**config.mk**
```make
export PLATFORM = sky130hd
export DESIGN_NAME = alu_status_reg
export DESIGN_NICKNAME = d
export VERILOG_FILES = /design/src/rtl/stat_pkg.sv /design/src/rtl/stat_flag_unit.sv /design/src/rtl/stat_flag_reg.sv /design/src/rtl/stat_evt_unit.sv /design/src/rtl/alu_status_reg.sv
export SDC_FILE = /design/constraint.sdc
export NUM_CORES = 1
export LEC_CHECK = 0
export ABC_CLOCK_PERIOD_IN_PS = 1600
export BUFFER_PORTS_ARGS = -buffer_cell sky130_fd_sc_hd__buf_2
export CORE_AREA = 4 4 61 63
export DETAILED_ROUTE_END_ITERATION = 10
export DIE_AREA = 0 0 65 67
export PLACE_DENSITY = 0.78
export SETUP_SLACK_MARGIN = 0.5
export SYNTH_ARGS = -nofsm -noshare
export SYNTH_HDL_FRONTEND = slang
export SYNTH_SLANG_ARGS = --single-unit
```
**constraint.sdc**
```tcl
create_clock -name clk -period 1.6 [get_ports clk]
set_input_delay 0.32 -clock clk [delete_from_list [all_inputs] [get_ports clk]]
set_output_delay 0.32 -clock clk [all_outputs]
set_load 0.005 [all_outputs]
```
**src/rtl/stat_pkg.sv**
```systemverilog
package stat_pkg;

   localparam int unsigned SR_W   = 8;
   localparam int unsigned BIT_TO = 4;
   localparam int unsigned BIT_PD = 3;
   localparam int unsigned BIT_Z  = 2;
   localparam int unsigned BIT_DC = 1;
   localparam int unsigned BIT_C  = 0;
   localparam int unsigned NFLAG  = 3;

   typedef enum logic [2:0] {
      OP_ADD = 3'd0,
      OP_SUB = 3'd1,
      OP_AND = 3'd2,
      OP_IOR = 3'd3,
      OP_XOR = 3'd4,
      OP_RRC = 3'd5,
      OP_RLC = 3'd6,
      OP_CLR = 3'd7
   } alu_op_e;

   // bit order matches the low three bits of the status word
   typedef struct packed {
      logic z;
      logic dc;
      logic c;
   } flags_t;

endpackage

```
**src/rtl/stat_flag_unit.sv**
```systemverilog
module stat_flag_unit
   import stat_pkg::*;
#(
   parameter int unsigned DATA_W = 8,
   parameter int unsigned NIB_W  = 4,
   parameter bit          ROT_EN = 1'b1
) (
   input  alu_op_e           op_i,
   input  logic [DATA_W-1:0] a_i,
   input  logic [DATA_W-1:0] b_i,
   output flags_t            val_o,
   output flags_t            aff_o
);

   localparam int unsigned FULL_W = DATA_W + 1;
   localparam int unsigned HALF_W = NIB_W + 1;

   if (DATA_W < 2) begin : g_bad_w
      $error("stat_flag_unit: DATA_W must be at least 2");
   end
   if (NIB_W < 1 || NIB_W >= DATA_W) begin : g_bad_nib
      $error("stat_flag_unit: NIB_W must lie in 1..DATA_W-1");
   end

   logic [FULL_W-1:0] add_full, sub_full;
   logic [HALF_W-1:0] add_half, sub_half;
   logic [DATA_W-1:0] res;
   logic              rot_c, rot_aff;

   // subtraction as a plus inverted b plus one: carry out = no borrow
   assign add_full = {1'b0, a_i} + {1'b0, b_i};
   assign sub_full = {1'b0, a_i} + {1'b0, ~b_i} + {{DATA_W{1'b0}}, 1'b1};
   assign add_half = {1'b0, a_i[NIB_W-1:0]} + {1'b0, b_i[NIB_W-1:0]};
   assign sub_half = {1'b0, a_i[NIB_W-1:0]} + {1'b0, ~b_i[NIB_W-1:0]}
                   + {{NIB_W{1'b0}}, 1'b1};

   if (ROT_EN) begin : g_rot
      assign rot_c   = (op_i == OP_RRC) ? a_i[0] : a_i[DATA_W-1];
      assign rot_aff = 1'b1;
   end else begin : g_no_rot
      assign rot_c   = 1'b0;
      assign rot_aff = 1'b0;
   end

   always_comb begin
      res   = '0;
      val_o = '0;
      aff_o = '0;
      unique case (op_i)
         OP_ADD: begin
            res      = add_full[DATA_W-1:0];
            val_o.c  = add_full[DATA_W];
            val_o.dc = add_half[NIB_W];
            aff_o    = '1;
         end
         OP_SUB: begin
            res      = sub_full[DATA_W-1:0];
            val_o.c  = sub_full[DATA_W];
            val_o.dc = sub_half[NIB_W];
            aff_o    = '1;
         end
         OP_AND: begin
            res     = a_i & b_i;
            aff_o.z = 1'b1;
         end
         OP_IOR: begin
            res     = a_i | b_i;
            aff_o.z = 1'b1;
         end
         OP_XOR: begin
            res     = a_i ^ b_i;
            aff_o.z = 1'b1;
         end
         OP_RRC, OP_RLC: begin
            val_o.c = rot_c;
            aff_o.c = rot_aff;
         end
         OP_CLR: begin
            res     = '0;
            aff_o.z = 1'b1;
         end
         default: ;
      endcase
      val_o.z = (res == '0);
   end

endmodule

```
**src/rtl/stat_flag_reg.sv**
```systemverilog
module stat_flag_reg
   import stat_pkg::*;
(
   input  logic   clk,
   input  logic   rst_n,
   input  logic   alu_go_i,
   input  flags_t val_i,
   input  flags_t aff_i,
   input  logic   wr_en_i,
   input  flags_t wr_i,
   output flags_t q_o
);

   logic [NFLAG-1:0] val_v, aff_v, wr_v, q_v, nxt_v;
   logic             wr_block;

   assign val_v = val_i;
   assign aff_v = aff_i;
   assign wr_v  = wr_i;

   // a flag-producing operation masks the software write to all three flags
   assign wr_block = alu_go_i && (|aff_v);

   for (genvar k = 0; k < NFLAG; k++) begin : g_bit
      always_comb begin
         if (alu_go_i && aff_v[k])
            nxt_v[k] = val_v[k];
         else if (wr_en_i && !wr_block)
            nxt_v[k] = wr_v[k];
         else
            nxt_v[k] = q_v[k];
      end
   end

   always_ff @(posedge clk or negedge rst_n) begin
      if (!rst_n) q_v <= '0;
      else        q_v <= nxt_v;
   end

   assign q_o = q_v;

endmodule

```
**src/rtl/stat_evt_unit.sv**
```systemverilog
module stat_evt_unit (
   input  logic clk,
   input  logic rst_n,
   input  logic pwrup_i,
   input  logic sleep_i,
   input  logic wdt_clr_i,
   input  logic wdt_tmo_i,
   output logic to_o,
   output logic pd_o
);

   logic to_q, pd_q;

   always_ff @(posedge clk or negedge rst_n) begin
      if (!rst_n) begin
         to_q <= 1'b1;
         pd_q <= 1'b1;
      end else if (pwrup_i) begin
         to_q <= 1'b1;
         pd_q <= 1'b1;
      end else if (wdt_tmo_i) begin
         to_q <= 1'b0;
      end else if (wdt_clr_i) begin
         to_q <= 1'b1;
         pd_q <= 1'b1;
      end else if (sleep_i) begin
         to_q <= 1'b1;
         pd_q <= 1'b0;
      end
   end

   assign to_o = to_q;
   assign pd_o = pd_q;

endmodule

```
**src/rtl/alu_status_reg.sv**
```systemverilog
module alu_status_reg
   import stat_pkg::*;
#(
   parameter int unsigned DATA_W = 8,
   parameter int unsigned NIB_W  = 4,
   parameter bit          ROT_EN = 1'b1
) (
   input  logic              clk,
   input  logic              rst_n,
   input  logic              alu_go_i,
   input  logic [2:0]        op_i,
   input  logic [DATA_W-1:0] a_i,
   input  logic [DATA_W-1:0] b_i,
   input  logic              wr_en_i,
   input  logic [SR_W-1:0]   wr_data_i,
   input  logic              pwrup_i,
   input  logic              sleep_i,
   input  logic              wdt_clr_i,
   input  logic              wdt_tmo_i,
   output logic [SR_W-1:0]   status_o
);

   localparam int unsigned PAD_W = SR_W - BIT_TO - 1;

   flags_t hw_val, hw_aff, wr_fl, fl_q;
   logic   to_q, pd_q;
   logic   unused_hi;

   assign wr_fl     = flags_t'(wr_data_i[NFLAG-1:0]);
   assign unused_hi = ^wr_data_i[SR_W-1:NFLAG];

   stat_flag_unit #(
      .DATA_W (DATA_W),
      .NIB_W  (NIB_W),
      .ROT_EN (ROT_EN)
   ) u_flag_unit (
      .op_i  (alu_op_e'(op_i)),
      .a_i   (a_i),
      .b_i   (b_i),
      .val_o (hw_val),
      .aff_o (hw_aff)
   );

   stat_flag_reg u_flag_reg (
      .clk      (clk),
      .rst_n    (rst_n),
      .alu_go_i (alu_go_i),
      .val_i    (hw_val),
      .aff_i    (hw_aff),
      .wr_en_i  (wr_en_i),
      .wr_i     (wr_fl),
      .q_o      (fl_q)
   );

   stat_evt_unit u_evt_unit (
      .clk       (clk),
      .rst_n     (rst_n),
      .pwrup_i   (pwrup_i),
      .sleep_i   (sleep_i),
      .wdt_clr_i (wdt_clr_i),
      .wdt_tmo_i (wdt_tmo_i),
      .to_o      (to_q),
      .pd_o      (pd_q)
   );

   assign status_o = {{PAD_W{1'b0}}, to_q, pd_q, fl_q.z, fl_q.dc, fl_q.c};

endmodule

```
==> results of run 1 <==
-- sequential cells by signal, summed over array words and instances (netlist names) --
| signal | cells |
|---|---|
| u_evt_unit.pd_o | 1 |
| u_evt_unit.to_o | 1 |
| u_flag_reg.q_o | 3 |
-- stage by stage --
stage / hold slack [ns] / worst slack [ns] / util / instance area, sq um
final: 0.237 / -0.382 / 0.635 / 2050
after global routing: 0.256 / -0.496 / 0.635 / 2050
after CTS: 0.235 / -0.333 / 0.621 / 2010
after detailed placement: 0.140 / -0.681 / 0.580 / 1880
after global placement: 0.138 / -0.600 / 0.580 / 1880
after floorplan: 0.0244 / -0.338 / - / 1460
-- critical path, cell delays in order --
cell,delay (ns)
buf_2,0.13
inv_1,0.08
ha_1,0.35
a21o_1,0.21
a21oi_1,0.25
o22ai_1,0.17
a211oi_2,0.24
a41oi_1,0.15
a211oi_2,0.23
-- cells in the mapped netlist, types with 4 or more instances --
master,count
a21oi_1,10
buf_4,5
clkbuf_1,4
ha_1,24
inv_1,22
mux2i_1,5
nand2_1,10
nand2b_1,7
nor2_1,13
o21ai_0,7
xnor2_1,5
-- metal layers --
metal  vias up  global-route usage
met2        63               0.318
met1       713               0.223
li1        769                   -
met3        13              0.0253
met5         -                   0
met4         0              0.0739
-- power breakdown --
group	total [mW]	internal [mW]	switching (mW)
clock network	0.147	0.0944	0.0526
registers	0.158	0.143	0.0149
logic	0.624	0.324	0.301
-- cell type report --
cell class	instances	area [sq um]
multi-input combinational	140	1190
fill	303	1180
timing repair buffer	81	558
sequential	5	128
inverter	22	95.1
tap	46	57.6
clock buffer	4	26.3
-- final timing paths --
path / from / end / slack (ns) / cells after the start
max in group asynchronous: rst_n / u_evt_unit.pd_o / 0.96 / 2
min in group asynchronous: rst_n / u_flag_reg.q_o[2] / 0.42 / 2
min: wdt_tmo_i / u_evt_unit.to_o / 0.24 / 2
max reg2reg: u_flag_reg.q_o[2] / u_flag_reg.q_o[2] / 0.12 / 4
max: a_i[1] / u_flag_reg.q_o[2] / -0.38 / 9
min reg2reg: u_flag_reg.q_o[1] / u_flag_reg.q_o[1] / 0.58 / 2
-- cells by family after synthesis --
family	synth area share
muxes	0.0367
other	0.00275
DFF	0.0935
adders and majority gates	0.257
AOI/OAI and AO/OA	0.278
xor gates and xnor gates	0.0321
buffers and inverters	0.118
and+or+nand+nor	0.182
-- what timing repair did --
action	in CTS	in global routing
hold buffers	1	0
hold endpoints to repair	3	0
buffers inserted	6	4
resized for setup	12	5
setup endpoints to repair	6	7
pin swaps	5	3
==> run_results.csv, run 1 <==
group,metric,value,unit
die,core_area,0.00323,sq mm
drt,routed_wl,4050,um
worst_setup_path,crit_type,"in2reg",
drt,first_pass_iters,4,
timing,final.setup_skew,0,ns
clock_network,cts_buffer_depth,2,
power_and_ir_drop,total_leakage_power,1.02,nW
grt,track_usage,0.182,
power_and_ir_drop,vdd_drop_max,0.166,mV
timing,setup_tns,-0.745,ns
timing,hold_viol,0,
worst_setup_path,crit_arrival,2.13,ns
worst_setup_path,critPathRequiredTime,1.75,ns
worst_setup_path,crit_fanout,4,
run,maxCapViolCount,0,
die,initial_core_util,0.422,
drt,drtIter0Drc,75,
drt,top_layer_used,"met4",
timing,fmaxAchievable,0.505,GHz
synth,synth_seq_cells,5,
drt,route.detailed.wl_per_inst,13.6,um
clock_network,cts_max_level,1,
timing,rsz0062_at_grt,"true",
hold_path,hold_path_class,"in2reg",
grt,grt_max_degree,18,
synth,netlist_area,0.00137,sq mm
placement,gp_congestion,0.876,
status,run_status,"complete, but fails checks",
placement,io_buffers,34,
worst_setup_path,startpoint_type,"primary input",
timing,setup_viol,3,
synth,async_flop_share,1.00,
grt,grt-ovfl-total,0,
placement,hpwl,3130,um
layout,final_cells,298,
timing,drv_slew,0,
drt,dr_wl_met2,2000,um
clock_network,insertion_delay,0.24,ns
synth,synthCells,178,
die,rows,21,
synth,yosys.area.top_type,"ha_1",
clock_network,path_clk_slew,0.05,ns
layout,antenna_cells,0,
layout,syn2layout_area_growth,50.4,%
drt,via_per_inst,5.23,
power_and_ir_drop,powerDensity,453,mW/mm^2
drt,via_count,1558,
synth,synth_top_area_frac,0.220,
timing,timing.final.ws_setup,-0.382,ns
grt,grt_antenna_before_repair,0,
grt,grt_pass1_wl,6330,um
layout,layout_commonest_cell,"buf_4",
synth,synth-edff-count,0,
synth,yosysWarnings,0,
clock_network,cts_sinks,5,
die,fp.dieW,65,um
synth,synth_flop_cell,"dfrtp_1",
drt,wl_met3,238,um
power_and_ir_drop,p_total,930,uW
synth,synth_seq_area_share,0.0935,
drt,drtAntennaViolNets,0,
die,io_pins,43,
status,violations,"setup timing",
layout,drive_gt1_frac,0.440,
die,dieHeight,67,um
drt,drc,0,
timing,min_period,1.98,ns
drt,wl_met1,1680,um
die,dieArea,0.00436,sq mm
worst_setup_path,end_kind,"flip-flop",
placement,placed_cells,283,
clock_network,tritoncts,"yes",
clock_network,clockRootBuffer,"clkbuf_4",
layout,most-common-layout-cells,"buf_4 (43), buf_2 (32), ha_1 (21), inv_1 (18), nor2_1 (13)",
layout,nets,314,
synth,synth_area_leaders,"ha_1 (22%), inv_1 (6.0%), dfrtp_1 (5.5%)",
grt,grt_pass1_vias,1466,
clock_network,cts_made_buffers,3,
synth,synth_cell_types,54,
timing,fin_crit_sh,1.24,
synth,synth_area_per_cell,7.67,sq um
(Power assumes the default switching activity.)
==> run 2, diff against run 1 <==
PLACE_DENSITY = 0.79   (was 0.78)
SYNTH_HIERARCHICAL = 1   (was default)
==> run 2 against run 1 <==
The run still ends with setup timing left. Sequential share of layout area down 0.18 points. Worst hold slack better by 0.016 ns. Design area up 2.9%. Via count down 1.8%. Flip-flop and latch count unchanged. Routed wire length down 1.3%. Critical path depth up 5. Largest cell class unchanged.
==> run_results.csv, run 2 <==
group,metric,value,unit
timing,hold_viol,0,
clock_network,cts_made_buffers,3,
drt,via_count,1530,
power_and_ir_drop,powerDensity,439,mW/mm^2
synth,yosysWarnings,6,
synth,synthCells,174,
drt,drtAntennaViolNets,0,
layout,antenna_cells,0,
layout,layout_commonest_cell,"buf_4",
power_and_ir_drop,p_comb_frac,0.677,
worst_setup_path,crit_arrival,2.52,ns
grt,track_usage,0.185,
synth,synth_seq_area_share,0.0912,
synth,synth_top_area_frac,0.223,
die,initial_core_util,0.433,
clock_network,cts_max_level,1,
status,violations,"setup timing",
grt,grtUsageMet1,0.221,
layout,largest_reg_flops,3,
drt,drtIter0Drc,48,
timing,fin_crit_sh,1.46,
power_and_ir_drop,clkPwrFrac,0.155,
synth,synth_commonest_cells,"inv_1 (26), ha_1 (25), a21oi_1 (11), o21ai_0 (11)",
layout,nets,324,
worst_setup_path,critPathRequiredTime,1.78,ns
timing,timing.final.ws_setup,-0.741,ns
grt,grt_busiest_layer,"met2",
layout,fin_area,0.00211,sq mm
die,dieHeight,67,um
grt,grt-ovfl-total,0,
grt,use_met2,0.351,
drt,via_per_inst,4.98,
power_and_ir_drop,vdd_drop_max,0.165,mV
clock_network,tritoncts,"yes",
clock_network,insertion_delay,0.24,ns
clock_network,cts_sinks,5,
die,io_pins,43,
die,dieArea,0.00436,sq mm
worst_setup_path,r2r_setup_slack,0.58,ns
synth,synth_most_common_cell,"inv_1",
die,fp.dieW,65,um
layout,drive_gt1_frac,0.498,
run,maxCapViolCount,0,
drt,first_pass_iters,4,
synth,synth_flop_cell,"dfrtp_1",
timing,rsz0062_at_grt,"true",
worst_setup_path,startpoint_type,"primary input",
hold_path,worstHoldStart,"wdt_tmo_i",
placement,hpwl,3240,um
synth,synth_area_per_cell,8.05,sq um
grt,grt_antenna_before_repair,0,
drt,routed_wl,4000,um
worst_setup_path,end_kind,"flip-flop",
layout,fin_util,0.654,
layout,most-common-layout-cells,"buf_4 (57), buf_2 (29), ha_1 (23), inv_1 (21), o21ai_0 (9)",
power_and_ir_drop,p_switching,350,uW
synth,synth-edff-count,0,
power_and_ir_drop,p_total,928,uW
status,run_status,"complete, but fails checks",
synth,synth_seq_cells,5,
power_and_ir_drop,p_sw_frac,0.378,
placement,gp_congestion,0.911,
power_and_ir_drop,p_int,577,uW
synth,yosys.area.top_type,"ha_1",
drt,route.detailed.wl_per_inst,13.0,um
worst_setup_path,setup.worst_path.start,"b_i[0]",
synth,synth_area_leaders,"ha_1 (22%), inv_1 (7.0%), dfrtp_1 (5.4%)",
synth,synth_cell_types,53,
timing,drv_slew,0,
placement,place_ws,-1.10,ns
timing,min_period,2.34,ns
timing,fmaxAchievable,0.427,GHz
die,core_area,0.00323,sq mm
clock_network,cts_buffer_depth,2,
clock_network,clockRootBuffer,"clkbuf_4",
power_and_ir_drop,total_leakage_power,1.09,nW
synth,async_flop_share,1.00,
grt,grt_pass1_wl,6400,um
grt,grt_pass1_vias,1471,
grt,grt_max_degree,8,
placement,io_buffers,34,
hold_path,hold_path_class,"in2reg",
layout,syn2layout_area_growth,50.9,%
power_and_ir_drop,seqPwrFrac,0.168,
timing,final.setup_skew,0,ns
worst_setup_path,reg2reg_from,"u_flag_reg/q_o[1]",
die,rows,21,
grt,grtUsageMet3,0.0135,
synth,netlist_area,0.00140,sq mm
drt,drc,0,
placement,placed_area,0.00193,sq mm
worst_setup_path,crit_fanout,2,
clock_network,path_clk_slew,0.04,ns
worst_setup_path,crit_type,"in2reg",
timing,setup_viol,3,
[run 2: changes by cell type in the layout (fill, tap and decap cells not counted), sizes merged, moves of 4 or more]
cell,change
buf,+11
mux2,+7
a211oi,-4
inv,+4
nor2,-4
mux2i,-4
o21ai,+5
[run 2: worst paths after layout]
| path | end | cells past startpoint |
|---|---|---|
| worst min-delay path | u_evt_unit/to_o | 2 |
| worst min register to register | u_flag_reg/q_o[2] | 2 |
| max in group asynchronous | u_evt_unit/to_o | 2 |
| worst max-delay path | u_flag_reg/q_o[2] | 14 |
| worst max register to register | u_flag_reg/q_o[1] | 2 |
| min in group asynchronous | u_flag_reg/q_o[1] | 2 |
[run 2: layer usage]
layer | wire length, um | vias to the layer above
met1 | 1700 | 707
met5 | 0 | -
met3 | 193 | 4
met2 | 2060 | 44
li1 | - | 775
met4 | 38 | 0
[run 2: critical path: stages]
cell      delay [ns]
buf_8           0.10
buf_4           0.13
ha_4            0.15
inv_2           0.05
fa_2            0.23
nand2b_4        0.07
a21oi_4         0.17
nor2_4          0.07
a21oi_1         0.12
o21ai_0         0.08
or4_1           0.54
a31oi_2         0.20
mux2_4          0.16
mux2_4          0.13
[run 2: area by class of cell]
cell class                 count  area (sq um)
sequential                     5           128
multi-input combinational    134          1160
inverter                      26          97.6
tap                           46          57.6
clock buffer                   4          26.3
timing repair buffer          92           647
fill                         278          1120
[run 2: metrics by stage]
step | TNS [ns] | hold WS [ns] | instances
after global routing | -2.29 | 0.253 | 307
after CTS | -2.04 | 0.245 | 305
final | -2.03 | 0.254 | 307
after detailed placement | -2.93 | 0.134 | 295
after global placement | -2.82 | 0.134 | 295
after floorplan | -1.92 | 0.0244 | 176
[run 2: logic make-up after synthesis]
kind of cell	synth area share
buf+inv	0.146
simple gates	0.168
other cells	0.00268
mux	0.0661
flops	0.0912
compound gates	0.243
fa+ha+maj	0.252
xor+xnor	0.0313
[run 2: repair_timing]
item | 4_1_cts | 5_1_grt
hold endpoints to repair | 3 | 0
cloned | 0 | 0
setup buffers | 5 | 2
endpoints found under the setup margin | 5 | 6
hold buffers | 1 | 0
pin swaps | 14 | 6
resized for setup | 18 | 11
[run 2: power by group through the flow]
| stage | clock network (mW) | registers (mW) | logic [mW] |
|---|---|---|---|
| global route | 0.156 | 0.158 | 0.685 |
| floorplan | 0 | 0.156 | 0.332 |
| CTS | 0.150 | 0.154 | 0.597 |
| global placement | 0 | 0.154 | 0.549 |
| finish | 0.143 | 0.156 | 0.628 |
| detailed placement | 0 | 0.155 | 0.563 |
